`config.mk`:
```
export PLATFORM = sky130hd
export DESIGN_NAME = serial_code_loader
export DESIGN_NICKNAME = d
export VERILOG_FILES = /design/src/rtl/loader_pkg.sv /design/src/rtl/frame_edge_det.sv /design/src/rtl/lsb_collector.sv /design/src/rtl/code_hold.sv /design/src/rtl/serial_code_loader.sv
export SDC_FILE = /design/constraint.sdc
export NUM_CORES = 1
export LEC_CHECK = 0
export BUFFER_PORTS_ARGS = -buffer_cell sky130_fd_sc_hd__clkbuf_2
export CORE_AREA = 2 2 44 46
export CTS_CLUSTER_DIAMETER = 60
export DETAILED_ROUTE_END_ITERATION = 10
export DIE_AREA = 0 0 46 48
export HOLD_SLACK_MARGIN = 0.05
export PLACE_DENSITY_LB_ADDON = 0.25
export SKIP_CTS_REPAIR_TIMING = 1
export SYNTH_ARGS = -nofsm -noshare
export SYNTH_HDL_FRONTEND = slang
export SYNTH_HIERARCHICAL = 1
export SYNTH_SLANG_ARGS = --single-unit
export TNS_END_PERCENT = 5
```
`constraint.sdc`:
```
create_clock -name clk -period 2.3 [get_ports clk]
set_input_delay 0.23 -clock clk [delete_from_list [all_inputs] [get_ports clk]]
set_output_delay 0.23 -clock clk [all_outputs]
set_load 0.02 [all_outputs]
```
`src/rtl/loader_pkg.sv`:
```
package loader_pkg;
   function automatic int count_bits(input int n);
      return $clog2(n + 1);
   endfunction

   function automatic bit width_ok(input int n);
      return (n == 8) || (n == 10) || (n == 12);
   endfunction
endpackage

```
`src/rtl/frame_edge_det.sv`:
```
module frame_edge_det (
   input  logic clk,
   input  logic rst_n,
   input  logic frame_en,
   output logic frame_end
);
   logic en_q;

   always_ff @(posedge clk) begin
      if (!rst_n) en_q <= 1'b0;
      else        en_q <= frame_en;
   end

   assign frame_end = en_q & ~frame_en;

   AST_END_AFTER_HIGH: assert property (@(posedge clk) disable iff (!rst_n)
      frame_end |-> $past(frame_en));
endmodule

```
`src/rtl/lsb_collector.sv`:
```
module lsb_collector #(
   parameter int CODE_W   = 8,
   parameter bit INDEXED  = 1'b0
) (
   input  logic              clk,
   input  logic              rst_n,
   input  logic              frame_en,
   input  logic              ser_in,
   input  logic              frame_end,
   output logic [CODE_W-1:0] word,
   output logic              full
);
   localparam int CW = loader_pkg::count_bits(CODE_W);
   localparam logic [CW-1:0] LAST = CW'(CODE_W);

   logic [CW-1:0] cnt;
   logic          take;

   assign take = frame_en && (cnt < LAST);
   assign full = (cnt == LAST);

   always_ff @(posedge clk) begin
      if (!rst_n)         cnt <= '0;
      else if (frame_end) cnt <= '0;
      else if (take)      cnt <= cnt + 1'b1;
   end

   generate
      if (INDEXED) begin : g_indexed
         always_ff @(posedge clk) begin
            if (!rst_n)    word <= '0;
            else if (take) word[cnt[CW-1:0]] <= ser_in;
         end
      end else begin : g_shift
         always_ff @(posedge clk) begin
            if (!rst_n)    word <= '0;
            else if (take) word <= {ser_in, word[CODE_W-1:1]};
         end
      end
   endgenerate

   AST_NO_OVERFLOW: assert property (@(posedge clk) disable iff (!rst_n)
      cnt <= LAST);
   AST_COUNT_CLEARS: assert property (@(posedge clk) disable iff (!rst_n)
      frame_end |=> (cnt == '0));
endmodule

```
`src/rtl/code_hold.sv`:
```
module code_hold #(
   parameter int CODE_W = 8
) (
   input  logic              clk,
   input  logic              rst_n,
   input  logic              frame_end,
   input  logic              full,
   input  logic [CODE_W-1:0] word,
   output logic [CODE_W-1:0] dac_code,
   output logic              code_upd,
   output logic              frame_err
);
   logic load;
   assign load = frame_end & full;

   always_ff @(posedge clk) begin
      if (!rst_n) begin
         dac_code  <= '0;
         code_upd  <= 1'b0;
         frame_err <= 1'b0;
      end else begin
         if (load) dac_code <= word;
         code_upd  <= load;
         frame_err <= frame_end & ~full;
      end
   end

   AST_CODE_HOLD: assert property (@(posedge clk) disable iff (!rst_n)
      !load |=> $stable(dac_code));
   AST_ERR_PULSE: assert property (@(posedge clk) disable iff (!rst_n)
      frame_err |=> !frame_err);
endmodule

```
`src/rtl/serial_code_loader.sv`:
```
module serial_code_loader #(
   parameter int CODE_W  = 8,
   parameter bit INDEXED = 1'b0
) (
   input  logic              clk,
   input  logic              rst_n,
   input  logic              frame_en,
   input  logic              ser_in,
   output logic [CODE_W-1:0] dac_code,
   output logic              code_upd,
   output logic              frame_err
);
   generate
      if (!loader_pkg::width_ok(CODE_W)) begin : g_bad_width
         $error("serial_code_loader: CODE_W must be 8, 10 or 12");
      end
   endgenerate

   logic              frame_end;
   logic              full;
   logic [CODE_W-1:0] word;

   frame_edge_det u_edge (
      .clk(clk), .rst_n(rst_n), .frame_en(frame_en), .frame_end(frame_end)
   );

   lsb_collector #(.CODE_W(CODE_W), .INDEXED(INDEXED)) u_coll (
      .clk(clk), .rst_n(rst_n), .frame_en(frame_en), .ser_in(ser_in),
      .frame_end(frame_end), .word(word), .full(full)
   );

   code_hold #(.CODE_W(CODE_W)) u_hold (
      .clk(clk), .rst_n(rst_n), .frame_end(frame_end), .full(full),
      .word(word), .dac_code(dac_code), .code_upd(code_upd),
      .frame_err(frame_err)
   );

   AST_STROBE_PULSE: assert property (@(posedge clk) disable iff (!rst_n)
      code_upd |=> !code_upd);
   AST_UPD_AFTER_FALL: assert property (@(posedge clk) disable iff (!rst_n)
      code_upd |-> (!$past(frame_en) && $past(frame_en, 2)));
   AST_FLAG_EXCL: assert property (@(posedge clk) disable iff (!rst_n)
      !(code_upd && frame_err));
endmodule

```
**After elaboration in Yosys (flattened, before gate mapping)**

Index checks and enable logic that the tools add are counted.

- $add $sub $neg: 1
- Equality and inequality tests: 1
- Order comparisons: 1
- Bitwise operators: 6
- $mul: 0
- Div/mod/pow operators: 0
- Shift-type cells: 0
- Mux-type cells: 0
- Reduce and logical (&&, ||, !) cells: 2

Operators by type and width:

| cell | number |
|---|---|
| 4-bit by 1-bit adder with 4-bit output, second input constant | 1 |
| 4-bit == test, second input constant | 1 |
| 4-bit < comparator, second input constant | 1 |
| 1-bit bitwise AND | 3 |
| 1-bit inverter | 3 |
| 2-bit OR reduction | 1 |
| 1-bit logical AND | 1 |

- Register bits: 23
- Memories: 0
- Bits of input ports: 4
- Latch bits: 0
- RAM bits: 0
- ROM bits: 0
- Logic and storage cells: 17
- Output and inout bits: 10

**Depth between registers and ports, before layout**

Gate-level depths: netlist (run 1).

- Word-level depth: 3
- Mapped depth: 6
- Gate-level depth less buffers: 5

**Cells and area by module**

The synthesis (run 1) kept the hierarchy.

By module, submodules not included:

| module | area an instance (um^2) | cells an instance | instances |
|---|---|---|---|
| lsb_collector | 499.2 | 56 | 1 |
| code_hold | 412.9 | 43 | 1 |
| frame_edge_det | 36.3 | 3 | 1 |

**Least setup slack after synthesis (run 1)**

No wires, ideal clock.

- Path type: register to register
- Start: register u_coll.cnt[0]
- End: register u_hold.dac_code[0]
- Stages on the path, launching flop included: 7
- Data arrival time: 1.106 ns
- Slack: 1.126 ns
- Library setup time: 0.069 ns
- Cells stage by stage: dfxtp_1 inv_1 ha_1 and3b_1 and2_4 buf_6 o21ai_1

- Word-level cells in the longest chain between the ends: 2

Ends and longest elaborated chain:

| element | RTL line | RTL |
|---|---|---|
| start: declaration | lsb_collector.sv:16 | `logic [CW-1:0] cnt;` |
| start signal: assignment | lsb_collector.sv:25 | `else if (take) cnt <= cnt + 1'b1;` |
| 4-bit == test | lsb_collector.sv:20 | `assign full = (cnt == LAST);` |
| net full | serial_code_loader.sv:20 | `logic full;` |
| 1-bit bitwise AND | code_hold.sv:14 | `assign load = frame_end & full;` |
| end signal: assignment | code_hold.sv:22 | `if (load) dac_code <= word;` |
| end: declaration | code_hold.sv:9 | `output logic [CODE_W-1:0] dac_code,` |

The timed path passes the listed nets, and every way through them passes these cells.
A chain may end at the register's enable or synchronous reset.

**Worst setup path in the final report (run 1)**

- Start: register u_coll.cnt[0]
- End: register u_hold.dac_code[6]

The elaborated chain is that of the path after synthesis.

==> impl_metrics.csv, run 1 <==
group,metric,value,unit
detailed_routing,firstDrtPassIters,4,
critical_path,path_delay_family,"simple AND/OR/NAND/NOR gates",
min_path,min_from,"ser_in",
place,pre_cts_ws,0.944,ns
die,die_w,46,µm
finish,final_cell_area,977,µm²
place,dpl_cell_area,951,µm²
synth,syn_area,948,µm²
synth,async_reset_ff_share,0,%
synth,avgSynthCellArea,9.30,µm²
critical_path,worstSetupEndpointType,"flip-flop",
detailed_routing,ant_nets,0,
synth,netlist_instances,102,
run,cap_viol_max_count,0,
clock_network,numCtsBuffers,3,
synth,synth_edf_count,0,
detailed_routing,avgRoutedWirePerCell,11.5,µm
global_routing,grt_usage,16.2,%
synth,synth_warnings,6,
pwr,p_leak,0.391,nW
synth,synth_top_area_share,48.5,%
clock_network,cts_tree,"yes",
sta,timing.final.crit_share,59.9,%
detailed_routing,vias,706,
sta,max_freq,725,MHz
finish,drive_gt1_share,19.6,%
finish,syn2layout_area_growth,3.03,%
critical_path,r2r_start,"u_coll/cnt[0]$_SDFFE_PP0P_",
place,portBuffers,13,
finish,final_nets,119,
global_routing,overflow,0,
finish,regArea,460,µm²
critical_path,cp-start-kind,"flip-flop",
sta,final_hold_viol_count,0,
sta,relSlewSlack,69.2,%
clock_network,clkTransAtPathRegs,0.11,ns
synth,synthFlopType,"dfxtp_1",
clock_network,insertion_delay,0.29,ns
pwr,p_per_area,633,nW/µm²
clock_network,clockBufferDepth,2,
synth,synthesis.nets,108,
sta,holdWs,0.145,ns
min_path,hold_path.class,"primary input to flip-flop",
detailed_routing,drc_errors,0,
critical_path,critPathMaxStageDelay,0.36,ns
clock_network,clockRootBuffer,"clkbuf_4",
detailed_routing,drtIter0Drc,18,
synth,ys_ff_latch,23,
critical_path,cp_cell_sequence,"inv_1 -> ha_1 -> and3b_1 -> and2_4 -> o21ai_1",
synth,ys_top_cells_by_count,"nand2_1 (27), dfxtp_1 (23), a21boi_1 (8), nand4_1 (8), o21ai_1 (7)",
synth,ys_types,25,
global_routing,grt_pass1_wl,2530,µm
sta,clock_skew,0.00243,ns
place,dp.cells,125,
detailed_routing,routed_wl,1480,µm
finish,multi_input_area,397,µm²
global_routing,grt_max_degree,29,
die,die-area,2210,µm²
die,initial_utilization,56.1,%
critical_path,crit_path_max_fanout,11,
place,hpwl,1060,µm
sta,rsz0062_at_grt,"false",
die,core_area,1690,µm²
global_routing,antenna_found_initial,0,
sta,setup-violations-final,0,
critical_path,criticalPathCategory,"flip-flop to flip-flop",
clock_network,clock_sinks,23,
sta,worst_slew_pin_slew,0.462,ns
synth,synth_area_leaders,"dfxtp_1 (49%), nand2_1 (11%), a21boi_1 (6.3%), nand4_1 (5.3%), o21ai_1 (3.7%)",
critical_path,arrival,1.57,ns
critical_path,startpoint,"u_coll/cnt[0]$_SDFFE_PP0P_",
global_routing,grt_pass1_vias,566,
clock_network,htreeDepth,1,
finish,stdcell_count,129,
sta,fin_ws,0.922,ns
run_status,outcome,"completed",
sta,slew_violations,0,
critical_path,crit_buf_inv,1,
critical_path,slowest_stage,"dfxtp_1",
sta,post-route-min-period,1.38,ns
synth,yosysMostFrequentCell,"nand2_1",
synth,yosys.area.top_type,"dfxtp_1",
place,gp_congestion,0.782,
die,io_pins,14,
pwr,irDropWorstVdd,0.379,mV
finish,antenna_cells,0,
die,row_count,15,
critical_path,worstPathRequired,2.49,ns
synth,seq_area_frac_synth,48.5,%
detailed_routing,via_per_inst,5.47,
die,die_height,48,µm
sta,tns,0,ns
finish,num-fill-cells,161,
-- power breakdown --
part,total (mW),internal (mW),switching (mW)
combinational,0.0346,0.0128,0.0219
clock,0.174,0.0674,0.107
sequential,0.410,0.405,0.00520
total,0.619,0.485,0.134
-- flip-flops by register name, summed over array words and instances (netlist names) --
signal            flops
u_hold/frame_err      1
u_hold/code_upd       1
u_coll/cnt            4
u_edge/en_q           1
u_hold/dac_code       8
u_coll/word           8
-- area by class of cell --
type | instances | share of cell area (%)
clock buffers | 4 | 2.69
inverters | 2 | 0.768
multi-input cells | 70 | 40.6
flip-flops and latches | 23 | 47.1
well taps | 17 | 2.18
repair buffers | 13 | 6.66
-- final timing paths --
check                                    endpoint  slack, ns  cells past startpoint
setup / recovery  u_hold/dac_code[6]$_SDFFE_PN0P_       0.92                      5
hold / removal        u_coll/word[7]$_SDFFE_PN0P_       0.14                      3
setup reg to reg  u_hold/dac_code[6]$_SDFFE_PN0P_       0.92                      5
hold reg to reg   u_hold/dac_code[7]$_SDFFE_PN0P_       0.46                      2
-- worst reg2reg max path: stages, from the launching register on --
cell and delay [ns]:
dfxtp_1 0.36, inv_1 0.07, ha_1 0.14, and3b_1 0.36, and2_4 0.27, o21ai_1 0.08
-- metal layers --
metal / vias to the layer above / wire length [µm] / GRT usage, %
li1: 363 / - / -
met1: 322 / 776 / 22.5
met2: 19 / 628 / 24.4
met3: 2 / 59 / 3.40
met4: 0 / 14 / 6.86
met5: - / 0 / 0
-- cell usage in the layout, fill, tap and decap left out, drive strengths merged --
cell	count
a21boi	8
a21oi	1
a41oi	1
and2	2
and2b	1
and3	1
and3b	1
clkbuf	17
dfxtp	23
ha	2
inv	2
nand2	27
nand2b	2
nand3b	1
nand4	8
nor2	4
nor2b	1
o21ai	8
xnor2	1
xor2	1
-- stage by stage --
stage          power, mW  util, %
2_1_floorplan      0.451        -
3_3_place_gp       0.452     56.3
3_5_place_dp       0.453     56.3
4_1_cts            0.628     57.9
5_1_grt            0.653     57.9
6_report           0.619     57.9
-- kinds of logic (layout without fill, tap and decap cells) --
logic type      count (synthesis)  count (layout)  share of synthesized area [%]
compound gates                 18              18                           12.4
xor+xnor                        2               2                           1.85
fa+ha+maj                       2               2                           2.64
buf+inv                         9              19                           9.63
flops                          23              23                           48.5
simple gates                   48              48                           24.9
Power figures use the tool's default switching activity.
==> inputs of run 2 (changes only) <==
--- a/config.mk
+++ b/config.mk
@@ -6,10 +6,10 @@
 export NUM_CORES = 1
 export LEC_CHECK = 0
 export BUFFER_PORTS_ARGS = -buffer_cell sky130_fd_sc_hd__clkbuf_2
-export CORE_AREA = 2 2 44 46
+export CORE_AREA = 2 2 46 48
 export CTS_CLUSTER_DIAMETER = 60
 export DETAILED_ROUTE_END_ITERATION = 10
-export DIE_AREA = 0 0 46 48
+export DIE_AREA = 0 0 48 50
 export HOLD_SLACK_MARGIN = 0.05
 export PLACE_DENSITY_LB_ADDON = 0.25
 export SKIP_CTS_REPAIR_TIMING = 1
==> constraint.sdc (replaced) <==
create_clock -name clk -period 1.4 [get_ports clk]
set_input_delay 0.14 -clock clk [delete_from_list [all_inputs] [get_ports clk]]
set_output_delay 0.14 -clock clk [all_outputs]
set_load 0.02 [all_outputs]
==> impl_metrics.csv, run 2 (synthesized netlist as in run 1, its figures left out) <==
group,metric,value,unit
critical_path,worstSetupEndpointType,"flip-flop",
critical_path,cp_cell_sequence,"inv_1 -> ha_1 -> and3b_2 -> and2_4 -> o21ai_1",
detailed_routing,met2_length,678,µm
detailed_routing,firstDrtPassIters,4,
detailed_routing,vias,681,
pwr,p_leak,0.391,nW
run,cap_viol_max_count,0,
sta,rsz0062_at_grt,"false",
finish,final_cell_mix,"nand2_1 (27), dfxtp_1 (21), clkbuf_2 (13)",
sta,final_hold_viol_count,0,
detailed_routing,route.met3.wl,37,µm
die,io_pins,14,
clock_network,clockRootBuffer,"clkbuf_4",
detailed_routing,avgRoutedWirePerCell,10.8,µm
die,die-area,2400,µm²
finish,layout_commonest_cell,"nand2_1",
sta,slew_violations,0,
clock_network,insertion_delay,0.30,ns
finish,final_nets,119,
critical_path,r2r_start,"u_coll/cnt[0]$_SDFFE_PP0P_",
min_path,hold_path.class,"primary input to flip-flop",
detailed_routing,top_layer_used,"met4",
sta,post-route-min-period,1.27,ns
die,row_count,16,
critical_path,critPathMaxStageDelay,0.38,ns
global_routing,grt_pass1_wl,2770,µm
place,hpwl,1070,µm
sta,relSlewSlack,68.0,%
finish,utilization,52.2,%
critical_path,cp-start-kind,"flip-flop",
clock_network,clock_sinks,23,
clock_network,cts_tree,"yes",
sta,clock_skew,0.00170,ns
global_routing,grt_usage,15.8,%
place,gp_congestion,0.785,
critical_path,arrival,1.51,ns
sta,timing.final.crit_share,90.6,%
min_path,holdPathStages,3,
critical_path,timing.rr.end,"u_hold/dac_code[5]$_SDFFE_PN0P_",
detailed_routing,wl_met1,777,µm
critical_path,worstPathRequired,1.64,ns
critical_path,crit_path_max_fanout,11,
place,dpl_cell_area,963,µm²
run_status,outcome,"completed",
die,core_area,1900,µm²
finish,drive_gt1_share,22.3,%
finish,largest_registers,"u_coll/word x8, u_hold/dac_code x8, u_coll/cnt x4",
sta,setup-violations-final,0,
clock_network,clockBufferDepth,2,
pwr,p_per_area,1030,nW/µm²
detailed_routing,via_per_inst,4.90,
critical_path,path_delay_family,"simple AND/OR/NAND/NOR gates",
global_routing,grt_max_degree,29,
pwr,irDropWorstVdd,0.666,mV
clock_network,clkTransAtPathRegs,0.12,ns
sta,tns,0,ns
critical_path,criticalPathCategory,"flip-flop to flip-flop",
critical_path,r2r_slack,0.13,ns
detailed_routing,routed_wl,1510,µm
global_routing,grt_pass1_vias,624,
sta,worst_slew_pin_slew,0.481,ns
detailed_routing,drc_errors,0,
place,portBuffers,13,
min_path,min_to,"u_coll/word[7]$_SDFFE_PN0P_",
critical_path,crit_buf_inv,1,
clock_network,numCtsBuffers,3,
clock_network,htreeDepth,1,
finish,final_cell_area,993,µm²
die,initial_utilization,49.9,%
detailed_routing,drtIter0Drc,13,
global_routing,overflow,0,
sta,max_freq,788,MHz
global_routing,antenna_found_initial,0,
critical_path,reg2reg_depth,5,
min_path,min_from,"ser_in",
critical_path,slowest_stage,"dfxtp_2",
finish,antenna_cells,0,
finish,syn2layout_area_growth,4.75,%
die,die_w,48,µm
detailed_routing,ant_nets,0,
die,die_height,50,µm
pwr,power,1.02,mW
==> run 2: changes by cell type in the layout (fill, tap and decap cells not counted) <==
cell and delta:
and3b_1 -1, and3b_2 +1, dfxtp_2 +2, dfxtp_1 -2
==> run 2: worst max-delay path by stage <==
stage | slack, ns | cells after the start | endpoint | start
4_1_cts | 0.03 | 5 | u_hold/dac_code[5]$_SDFFE_PN0P_ | u_coll/cnt[0]$_SDFFE_PP0P_
3_5_place_dp | 0.05 | 5 | u_hold/dac_code[5]$_SDFFE_PN0P_ | u_coll/cnt[0]$_SDFFE_PP0P_
3_3_place_gp | 0.10 | 5 | u_hold/dac_code[7]$_SDFFE_PN0P_ | u_coll/cnt[0]$_SDFFE_PP0P_
6_report | 0.13 | 5 | u_hold/dac_code[5]$_SDFFE_PN0P_ | u_coll/cnt[0]$_SDFFE_PP0P_
5_1_grt | 0.02 | 5 | u_hold/dac_code[5]$_SDFFE_PN0P_ | u_coll/cnt[0]$_SDFFE_PP0P_
2_1_floorplan | 0.23 | 6 | u_hold/dac_code[0]$_SDFFE_PN0P_ | u_coll/cnt[0]$_SDFFE_PP0P_
==> run 2: where the power goes <==
part	total, mW	leakage [nW]	switching, mW	internal (mW)
registers	0.674	0.187	0.00851	0.666
clock network	0.293	0.0150	0.182	0.111
logic	0.0580	0.189	0.0370	0.0210
total	1.02	0.391	0.227	0.798
==> run 2: worst min-delay path, cell delays in order <==
cell and delay [ns]:
clkbuf_2 0.08, nand2_1 0.04, a21boi_1 0.05
==> run 2: per-layer routing <==
metal / vias to the layer above / global-route usage [%]
met5: - / 0
met4: 0 / 5.41
met3: 2 / 3.30
met2: 8 / 22.4
met1: 315 / 23.4
li1: 356 / -
==> run 2: final cells by class <==
cell class / count / area, µm²
clock buffers: 4 / 26.3
fillers: 189 / 908
inverters: 2 / 7.51
multi-input cells: 70 / 398
flip-flops and latches: 23 / 463
well taps: 27 / 33.8
repair buffers: 13 / 65.1
==> run 2: metrics by stage <==
stage,setup WS (ns),instances,hold WS [ns]
floorplan,0.226,102,0.275
global placement,0.103,135,0.363
detailed placement,0.0451,135,0.375
CTS,0.0312,139,0.0371
global route,0.0213,139,0.0596
finish,0.131,139,0.0518
==> inputs of run 3 (changes only) <==
--- a/config.mk
+++ b/config.mk
@@ -10,6 +10,7 @@
 export CTS_CLUSTER_DIAMETER = 60
 export DETAILED_ROUTE_END_ITERATION = 10
 export DIE_AREA = 0 0 48 50
+export GPL_TIMING_DRIVEN = 0
 export HOLD_SLACK_MARGIN = 0.05
 export PLACE_DENSITY_LB_ADDON = 0.25
 export SKIP_CTS_REPAIR_TIMING = 1
==> impl_metrics.csv, run 3 (synthesized netlist as in run 1, its figures left out) <==
group,metric,value,unit
die,row_count,16,
finish,antenna_cells,0,
finish,drive_gt1_share,24.4,%
critical_path,worstSetupEndpointType,"flip-flop",
sta,relSlewSlack,88.1,%
detailed_routing,met2_length,673,µm
critical_path,worstPathRequired,1.64,ns
place,gp_congestion,0.792,
die,die-area,2400,µm²
sta,slew_violations,0,
clock_network,insertion_delay,0.31,ns
die,die_height,50,µm
critical_path,arrival,1.54,ns
critical_path,startpoint,"u_coll/cnt[0]$_SDFFE_PP0P_",
critical_path,cp-start-kind,"flip-flop",
clock_network,clockBufferDepth,2,
die,io_pins,14,
detailed_routing,vias,700,
min_path,hold_path.class,"primary input to flip-flop",
critical_path,r2r_start,"u_coll/cnt[0]$_SDFFE_PP0P_",
run,cap_viol_max_count,0,
sta,post-route-min-period,1.30,ns
sta,final_hold_viol_count,0,
die,initial_utilization,49.9,%
global_routing,overflow,0,
detailed_routing,top_layer_used,"met4",
detailed_routing,firstDrtPassIters,3,
die,die_w,48,µm
global_routing,grt_usage,14.8,%
sta,clock_skew,0.0104,ns
critical_path,criticalPathCategory,"flip-flop to flip-flop",
finish,layout_commonest_cell,"nand2_1",
detailed_routing,drc_errors,0,
sta,rsz0062_at_grt,"false",
die,core_area,1900,µm²
pwr,irDropWorstVdd,0.499,mV
pwr,power,1.04,mW
detailed_routing,route.met3.wl,43,µm
finish,utilization,56.4,%
clock_network,cts_tree,"yes",
detailed_routing,wl_met1,705,µm
critical_path,r2r_slack,0.1,ns
sta,timing.final.crit_share,93.1,%
global_routing,grt_max_degree,13,
finish,stdcell_count,146,
global_routing,antenna_found_initial,0,
finish,num-fill-cells,180,
clock_network,numCtsBuffers,3,
clock_network,clkTransAtPathRegs,0.11,ns
min_path,min_from,"ser_in",
global_routing,grt_pass1_vias,592,
sta,setup-violations-final,0,
place,dp.cells,142,
place,hpwl,1080,µm
critical_path,crit_path_max_fanout,8,
sta,holdWs,0.0495,ns
clock_network,htreeDepth,1,
global_routing,grt_pass1_wl,2490,µm
place,portBuffers,13,
pwr,p_per_area,969,nW/µm²
detailed_routing,routed_wl,1450,µm
finish,largest_registers,"u_coll/word x8, u_hold/dac_code x8, u_coll/cnt x4",
sta,tns,0,ns
pwr,p_leak,0.435,nW
finish,final_nets,126,
sta,max_freq,767,MHz
finish,syn2layout_area_growth,13.2,%
sta,worst_slew_pin_slew,0.179,ns
detailed_routing,via_per_inst,4.79,
run_status,outcome,"completed",
clock_network,clock_sinks,23,
finish,final_cell_mix,"nand2_1 (27), dfxtp_1 (23), clkbuf_2 (13)",
detailed_routing,avgRoutedWirePerCell,9.95,µm
clock_network,clockRootBuffer,"clkbuf_4",
detailed_routing,drtIter0Drc,6,
detailed_routing,ant_nets,0,
## run 3: metal layers
| layer | GRT usage [%] | vias up |
|---|---|---|
| met3 | 3.30 | 4 |
| met4 | 9.46 | 0 |
| met2 | 22.0 | 10 |
| li1 | - | 374 |
| met1 | 18.3 | 312 |
| met5 | 0 | - |
## run 3: final cells by class
type	instances	area, µm²	share of cell area, %
plain buffers	7	83.8	7.81
clock buffers	4	26.3	2.45
inverters	2	7.51	0.699
multi-input cells	70	397	36.9
flip-flops and latches	23	460	42.9
well taps	27	33.8	3.15
repair buffers	13	65.1	6.06
## run 3: final timing paths
path                                          end  depth (start not counted)
hold / removal        u_coll/word[7]$_SDFFE_PN0P_                          3
setup reg to reg  u_hold/dac_code[7]$_SDFFE_PN0P_                          6
setup / recovery  u_hold/dac_code[7]$_SDFFE_PN0P_                          6
hold reg to reg   u_hold/dac_code[0]$_SDFFE_PN0P_                          2
## run 3: report_power, final
group / internal (mW) / switching, mW / leakage [nW] / total (mW)
Clock: 0.111 / 0.183 / 0.0150 / 0.294
Combinational: 0.0343 / 0.0387 / 0.234 / 0.0730
Sequential: 0.665 / 0.00855 / 0.186 / 0.673
## run 3: critical path, cell delays in order, from the launching register on
cell and delay [ns]:
dfxtp_1 0.41, inv_1 0.06, ha_1 0.19, and3b_1 0.18, and2_4 0.14, buf_6 0.12
o21ai_1 0.12
## run 3: metrics by stage
stage	setup WS (ns)	cell area [µm²]
floorplan	0.226	948
global placement	0.153	1050
detailed placement	0.111	1050
CTS	0.0821	1070
global route	0.00732	1070
finish	0.0966	1070
